## src/rtl/i2c_rf_pkg.sv

```systemverilog
package i2c_rf_pkg;
  typedef enum logic [3:0] {
    ST_IDLE,
    ST_DEV,
    ST_DEV_ACK,
    ST_SUB,
    ST_SUB_ACK,
    ST_WR,
    ST_WR_ACK,
    ST_RD,
    ST_RD_ACK
  } tgt_state_e;
endpackage

```

## src/rtl/i2c_rf_sync.sv

```systemverilog
module i2c_rf_sync #(
  parameter int STAGES = 2
) (
  input  logic clk,
  input  logic rst_n,
  input  logic raw_i,
  output logic lvl_o,
  output logic rise_o,
  output logic fall_o
);
  logic [STAGES-1:0] pipe_q;
  logic              prev_q;

  // Idle bus level is high; reset to that so no false edge appears.
  always_ff @(posedge clk or negedge rst_n) begin
    if (!rst_n) begin
      pipe_q <= '1;
      prev_q <= 1'b1;
    end else begin
      pipe_q <= {pipe_q[STAGES-2:0], raw_i};
      prev_q <= pipe_q[STAGES-1];
    end
  end

  assign lvl_o  = pipe_q[STAGES-1];
  assign rise_o = pipe_q[STAGES-1] & ~prev_q;
  assign fall_o = ~pipe_q[STAGES-1] & prev_q;
endmodule

```

## src/rtl/i2c_rf_ptr.sv

```systemverilog
module i2c_rf_ptr #(
  parameter int ADDR_W = 8
) (
  input  logic              clk,
  input  logic              rst_n,
  input  logic              load_i,
  input  logic [ADDR_W-1:0] load_val_i,
  input  logic              inc_i,
  output logic [ADDR_W-1:0] ptr_o
);
  always_ff @(posedge clk or negedge rst_n) begin
    if (!rst_n)      ptr_o <= '0;
    else if (load_i) ptr_o <= load_val_i;
    else if (inc_i)  ptr_o <= ADDR_W'(ptr_o + 1'b1);  // natural wrap
  end
endmodule

```

## src/rtl/i2c_rf_target.sv

```systemverilog
module i2c_rf_target #(
  parameter logic [6:0] DEV_ADDR    = 7'h2A,
  parameter int         ADDR_W      = 8,
  parameter int         DATA_W      = 8,
  parameter int         SYNC_STAGES = 2
) (
  input  logic              clk,
  input  logic              rst_n,
  input  logic              scl_i,
  input  logic              sda_i,
  output logic              sda_oe,
  output logic              reg_wr_en,
  output logic [ADDR_W-1:0] reg_wr_addr,
  output logic [DATA_W-1:0] reg_wr_data,
  output logic [ADDR_W-1:0] reg_rd_addr,
  input  logic [DATA_W-1:0] reg_rd_data
);
  import i2c_rf_pkg::*;

  localparam int                CNT_W = $clog2(DATA_W);
  localparam logic [CNT_W-1:0]  LAST  = CNT_W'(DATA_W - 1);

  // Line conditioning: index 0 = SCL, index 1 = SDA
  logic [1:0] raw_w, lvl_w, rise_w, fall_w;
  assign raw_w = {sda_i, scl_i};

  for (genvar g = 0; g < 2; g++) begin : g_line
    i2c_rf_sync #(.STAGES(SYNC_STAGES)) sync_i (
      .clk    (clk),
      .rst_n  (rst_n),
      .raw_i  (raw_w[g]),
      .lvl_o  (lvl_w[g]),
      .rise_o (rise_w[g]),
      .fall_o (fall_w[g])
    );
  end

  logic scl, sda, scl_rise, scl_fall, start_c, stop_c;
  assign scl      = lvl_w[0];
  assign sda      = lvl_w[1];
  assign scl_rise = rise_w[0];
  assign scl_fall = fall_w[0];
  assign start_c  = fall_w[1] & scl & ~scl_rise;
  assign stop_c   = rise_w[1] & scl & ~scl_rise;

  tgt_state_e        state_q;
  logic [CNT_W-1:0]  bit_cnt_q;
  logic [DATA_W-1:0] rx_sr_q, tx_sr_q;
  logic              byte_done_q, rw_q, mack_q, sda_oe_q;
  logic              wr_en_q;
  logic [ADDR_W-1:0] wr_addr_q, ptr_w;
  logic [DATA_W-1:0] wr_data_q;

  // Pointer control, decoded from the same events the FSM acts on
  logic ptr_load, ptr_inc, bus_evt;
  assign bus_evt  = start_c | stop_c;
  assign ptr_load = !bus_evt && scl_fall && byte_done_q && (state_q == ST_SUB);
  assign ptr_inc  = !bus_evt && scl_fall &&
                    (((state_q == ST_WR) && byte_done_q) ||
                     ((state_q == ST_RD) && (bit_cnt_q == LAST)));

  i2c_rf_ptr #(.ADDR_W(ADDR_W)) ptr_i (
    .clk        (clk),
    .rst_n      (rst_n),
    .load_i     (ptr_load),
    .load_val_i (ADDR_W'(rx_sr_q)),
    .inc_i      (ptr_inc),
    .ptr_o      (ptr_w)
  );

  always_ff @(posedge clk or negedge rst_n) begin
    if (!rst_n) begin
      state_q     <= ST_IDLE;
      bit_cnt_q   <= '0;
      rx_sr_q     <= '0;
      tx_sr_q     <= '0;
      byte_done_q <= 1'b0;
      rw_q        <= 1'b0;
      mack_q      <= 1'b0;
      sda_oe_q    <= 1'b0;
      wr_en_q     <= 1'b0;
      wr_addr_q   <= '0;
      wr_data_q   <= '0;
    end else begin
      wr_en_q <= 1'b0;
      if (start_c) begin
        state_q     <= ST_DEV;
        bit_cnt_q   <= '0;
        byte_done_q <= 1'b0;
        sda_oe_q    <= 1'b0;
      end else if (stop_c) begin
        state_q     <= ST_IDLE;
        byte_done_q <= 1'b0;
        sda_oe_q    <= 1'b0;
      end else begin
        case (state_q)
          ST_DEV, ST_SUB, ST_WR: begin
            if (scl_rise) begin
              rx_sr_q   <= {rx_sr_q[DATA_W-2:0], sda};
              bit_cnt_q <= CNT_W'(bit_cnt_q + 1'b1);
              if (bit_cnt_q == LAST) byte_done_q <= 1'b1;
            end else if (scl_fall && byte_done_q) begin
              byte_done_q <= 1'b0;
              case (state_q)
                ST_DEV: begin
                  if (rx_sr_q[DATA_W-1:1] == DEV_ADDR) begin
                    sda_oe_q <= 1'b1;
                    rw_q     <= rx_sr_q[0];
                    state_q  <= ST_DEV_ACK;
                  end else begin
                    state_q  <= ST_IDLE;
                  end
                end
                ST_SUB: begin
                  sda_oe_q <= 1'b1;
                  state_q  <= ST_SUB_ACK;
                end
                default: begin
                  sda_oe_q  <= 1'b1;
                  wr_en_q   <= 1'b1;
                  wr_addr_q <= ptr_w;
                  wr_data_q <= rx_sr_q;
                  state_q   <= ST_WR_ACK;
                end
              endcase
            end
          end
          ST_DEV_ACK: begin
            if (scl_fall) begin
              bit_cnt_q <= '0;
              if (rw_q) begin
                tx_sr_q  <= reg_rd_data;
                sda_oe_q <= ~reg_rd_data[DATA_W-1];
                state_q  <= ST_RD;
              end else begin
                sda_oe_q <= 1'b0;
                state_q  <= ST_SUB;
              end
            end
          end
          ST_SUB_ACK, ST_WR_ACK: begin
            if (scl_fall) begin
              sda_oe_q  <= 1'b0;
              bit_cnt_q <= '0;
              state_q   <= ST_WR;
            end
          end
          ST_RD: begin
            if (scl_fall) begin
              if (bit_cnt_q == LAST) begin
                sda_oe_q <= 1'b0;
                state_q  <= ST_RD_ACK;
              end else begin
                tx_sr_q   <= {tx_sr_q[DATA_W-2:0], 1'b0};
                sda_oe_q  <= ~tx_sr_q[DATA_W-2];
                bit_cnt_q <= CNT_W'(bit_cnt_q + 1'b1);
              end
            end
          end
          ST_RD_ACK: begin
            if (scl_rise) begin
              mack_q <= ~sda;
            end else if (scl_fall) begin
              if (mack_q) begin
                tx_sr_q   <= reg_rd_data;
                sda_oe_q  <= ~reg_rd_data[DATA_W-1];
                bit_cnt_q <= '0;
                state_q   <= ST_RD;
              end else begin
                sda_oe_q  <= 1'b0;
                state_q   <= ST_IDLE;
              end
            end
          end
          default: ;
        endcase
      end
    end
  end

  assign sda_oe      = sda_oe_q;
  assign reg_wr_en   = wr_en_q;
  assign reg_wr_addr = wr_addr_q;
  assign reg_wr_data = wr_data_q;
  assign reg_rd_addr = ptr_w;

  // the open-drain enable only moves while the bus clock is low
  p_oe_scl_low_r11: assert property (@(posedge clk) disable iff (!rst_n)
    (sda_oe_q != $past(sda_oe_q)) |-> !$past(scl));

  // a write strobe lasts one cycle
  p_wr_single_r4: assert property (@(posedge clk) disable iff (!rst_n)
    wr_en_q |=> !wr_en_q);

  // the pointer sits one past the address being written
  p_wr_ptr_step_r5: assert property (@(posedge clk) disable iff (!rst_n)
    wr_en_q |-> (ptr_w == ADDR_W'(wr_addr_q + 1'b1)));

  // an idle target never holds SDA low
  p_idle_release_r9: assert property (@(posedge clk) disable iff (!rst_n)
    (state_q == ST_IDLE) |-> !sda_oe_q);
endmodule

```

## config.mk

```make
export PLATFORM = sky130hd
export DESIGN_NAME = i2c_rf_target
export DESIGN_NICKNAME = d
export VERILOG_FILES = /design/src/rtl/i2c_rf_pkg.sv /design/src/rtl/i2c_rf_sync.sv /design/src/rtl/i2c_rf_ptr.sv /design/src/rtl/i2c_rf_target.sv
export SDC_FILE = /design/constraint.sdc
export NUM_CORES = 1
export LEC_CHECK = 0
export BUFFER_PORTS_ARGS = -buffer_cell sky130_fd_sc_hd__buf_4
export CAP_MARGIN = 10
export CORE_MARGIN = 5
export CORE_UTILIZATION = 40
export DETAILED_ROUTE_END_ITERATION = 10
export PLACE_DENSITY = 0.58
export SLEW_MARGIN = 40
export SYNTH_ARGS = -nofsm -noshare
export SYNTH_HDL_FRONTEND = slang
export SYNTH_SLANG_ARGS = --single-unit
```

## constraint.sdc

```tcl
create_clock -name clk -period 3.71 [get_ports clk]
set_input_delay 0.371 -clock clk [delete_from_list [all_inputs] [get_ports clk]]
set_output_delay 0.371 -clock clk [all_outputs]
set_load 0.01 [all_outputs]
```

==> reports/qor.txt <==
final hold vios = 0
Crit. End Element = register
First-pass DRT Iterations = 4
htree depth = 3
CTS Hold Bufs = 0
Max rail drop VDD = 0.000279 V
Post-Synthesis Cell Area = 0.00287 mm²
sequential fraction of the synthesis area = 50.0%
combinational power share = 29.4%
Final Max Tran Viols = 0
Total Routed Length = 5.89 mm
commonest non-fill, non-tap cell in the layout = dfrtp_1
GPL Wtd Cong = 0.890
Synth Warn # = 0
worst min path class = primary input to asynchronous set/reset pin
worst setup path category = register to register
DR vias = 2056
PD cells = 694 mW/mm²
Post-synth EDFFs = 0
NetSw = 0.823 mW
largest net degree at the start of global routing = 58
Buf/Inv on CP = 0
Seq pwr share = 43.1%
share of cells above drive strength 1 = 28.3%
crit path DAT = 2.49 ns
grt ovf = 0
Starting DRT DRC Count = 60
clock latency at the later pin of the worst-skew pair = 0.33 ns
Clock Skew = 0.00912 ns
slowest CP cell = dfrtp_1
unrepaired setup endpoints after global routing = false
Startpoint Class = register
die footprint = 0.00896 mm²
Achievable Freq = 440 MHz
Port Buffers = 37
fin nets = 314
Core Area = 0.00687 mm²
Least-Margin Pin Slew = 0.712 ns
crit path cell chain = nand4b_1, o22a_1, nand2_1, nor2_2, mux2_1
DP Wirelength = 4.09 mm
Routed Antenna Nets = 0
vias in the first global route = 1995
final setup fails = 0
Initial Util = 41.7%
syn avg cell area = 10.8 µm²
initial antenna violation count = 0
Distinct cells, synth = 58
Die W = 94.7 µm
Cells after DPL = 384
maxcap violations = 0
post-route clock period utilization = 61.2%
worst-case clock buffer depth = 2
pre-CTS setup slack = 1.43 ns
Main synth FF type = dfrtp_1
FFs w/ async S/R, synth = 100%
Resized Gates After CTS = 0
Synth top area share = 44.5%
Setup WS post-layout = 1.44 ns
clk root buf = clkbuf_8
Sw Share = 34.7%
diode count = 0
Avg WL per Cell = 14.7 µm
Yosys top cell by area = dfrtp_1
Post-CTS Setup Inserts = 0
worst hold-check slack = 0.0953 ns
Tot GR Track Use = 14.5%
Syn Inst Count = 265
Lkg Pwr = 1.62 nW
critical path fanouts, max = 19
most frequent cells in the layout = dfrtp_1 (51), nand2_1 (39), buf_4 (37)
max_slew headroom = 52.5%
Synthesized Nets = 280
Tmin final = 2.27 ns
TritonCTS clock tree = built
CTS sink cnt = 57
I/O pins = 38
non-filler cells, final = 400
FP Rows = 30
CP top delay family = flip-flops
Synth-to-Final Area Change = 19.3%
outcome = finished, final reports clean
Sum Neg Setup Slack = 0 ns
FF+latch count, synth = 57
DRC = 0
Reg2Reg Launch Point = state_q[2]
Inserted Clock Buffers = 9
Die H = 94.7 µm
first-pass GRT wire length = 10.0 mm
Crit. Startpoint = state_q[2]
Final Total Pwr = 2.37 mW
worst path required time = 3.93 ns
CP max stage delay = 0.72 ns
design internal power = 1.55 mW
Worst-path clk slew = 0.07 ns
synth top area cells = dfrtp_1 (45%), mux2_1 (5.9%), mux2_2 (5.9%)
Avg Vias per Cell = 5.14
clock power share = 27.5%
==> per-layer routing <==
| layer | up-vias | track usage, % | part of all wire, % |
|---|---|---|---|
| li1 | 1012 | - | - |
| met2 | 49 | 22.3 | 48 |
| met4 | 0 | 4.69 | 1.6 |
| met1 | 985 | 18.9 | 44 |
| met5 | - | 0 | 0 |
| met3 | 10 | 5.58 | 6.1 |
==> final timing paths <==
path	endpoint	slack, ns	cells after the start
setup / recovery	tx_sr_q[5]	1.44	5
hold / removal	bit_cnt_q[0]	0.1	1
setup reg to reg	tx_sr_q[5]	1.44	5
hold reg to reg	g_line[0].sync_i.pipe_q[1]	0.36	0
max in group asynchronous	ptr_i.ptr_o[6]	3.15	1
min in group clk	g_line[1].sync_i.pipe_q[0]	0.15	1
==> cell usage after synthesis, types with 2 or more instances <==
library cell  count
dfrtp_1          51
nand2_1          39
nor2_1           17
a21oi_1          15
mux2_1           15
mux2_2           15
buf_2             7
clkbuf_1          6
dfstp_2           6
nand3_1           6
xnor2_1           6
inv_1             5
nor3_1            5
o21ai_1           5
a22o_1            4
mux2i_1           4
nand2b_1          4
o21ai_0           4
ha_1              3
nand4b_1          3
xor2_1            3
a31oi_1           2
and4b_1           2
nand3b_1          2
nor2b_1           2
or3b_1            2
==> cells by family after synthesis <==
| family | synth area share, % |
|---|---|
| compound gates | 10.5 |
| xor+xnor | 2.75 |
| fa+ha+maj | 1.31 |
| buf+inv | 3.19 |
| flops | 50.0 |
| mux | 13.2 |
| simple gates | 19.1 |
==> cell type report <==
cell class	count	area (µm²)
timing repair buffer	37	278
tap	96	120
inverter	6	22.5
clock inverter	7	101
sequential	57	1430
fill	626	3450
clock buffer	9	124
multi-input combinational	188	1340
==> power groups by stage <==
stage                     logic [mW]  clock network, mW  registers (mW)
after floorplan                0.572                  0           0.942
after global placement         0.696                  0            1.03
after detailed placement       0.705                  0            1.04
after CTS                      0.708              0.677            1.03
after global routing           0.771              0.707            1.06
final                          0.697              0.654            1.02
==> metrics by stage <==
step / instance area (µm²) / util, %
floorplan: 2870 / -
global placement: 3200 / 46.5
detailed placement: 3200 / 46.5
CTS: 3420 / 49.8
global route: 3420 / 49.8
finish: 3420 / 49.8
==> registers in the layout, indices dropped and copies added (netlist names), 2 cells and up <==
signal / count
reg_wr_addr: 8
g_line.sync_i.pipe_q: 4
rx_sr_q: 8
ptr_i.ptr_o: 8
tx_sr_q: 7
bit_cnt_q: 3
reg_wr_data: 8
g_line.sync_i.prev_q: 2
state_q: 4
==> worst reg2reg max path, cell delays in order, from the launching register on <==
cell and delay [ns]:
dfrtp_1 0.72, nand4b_1 0.54, o22a_1 0.40, nand2_1 0.08, nor2_2 0.09, mux2_1 0.32
(Power assumes the default switching activity.)
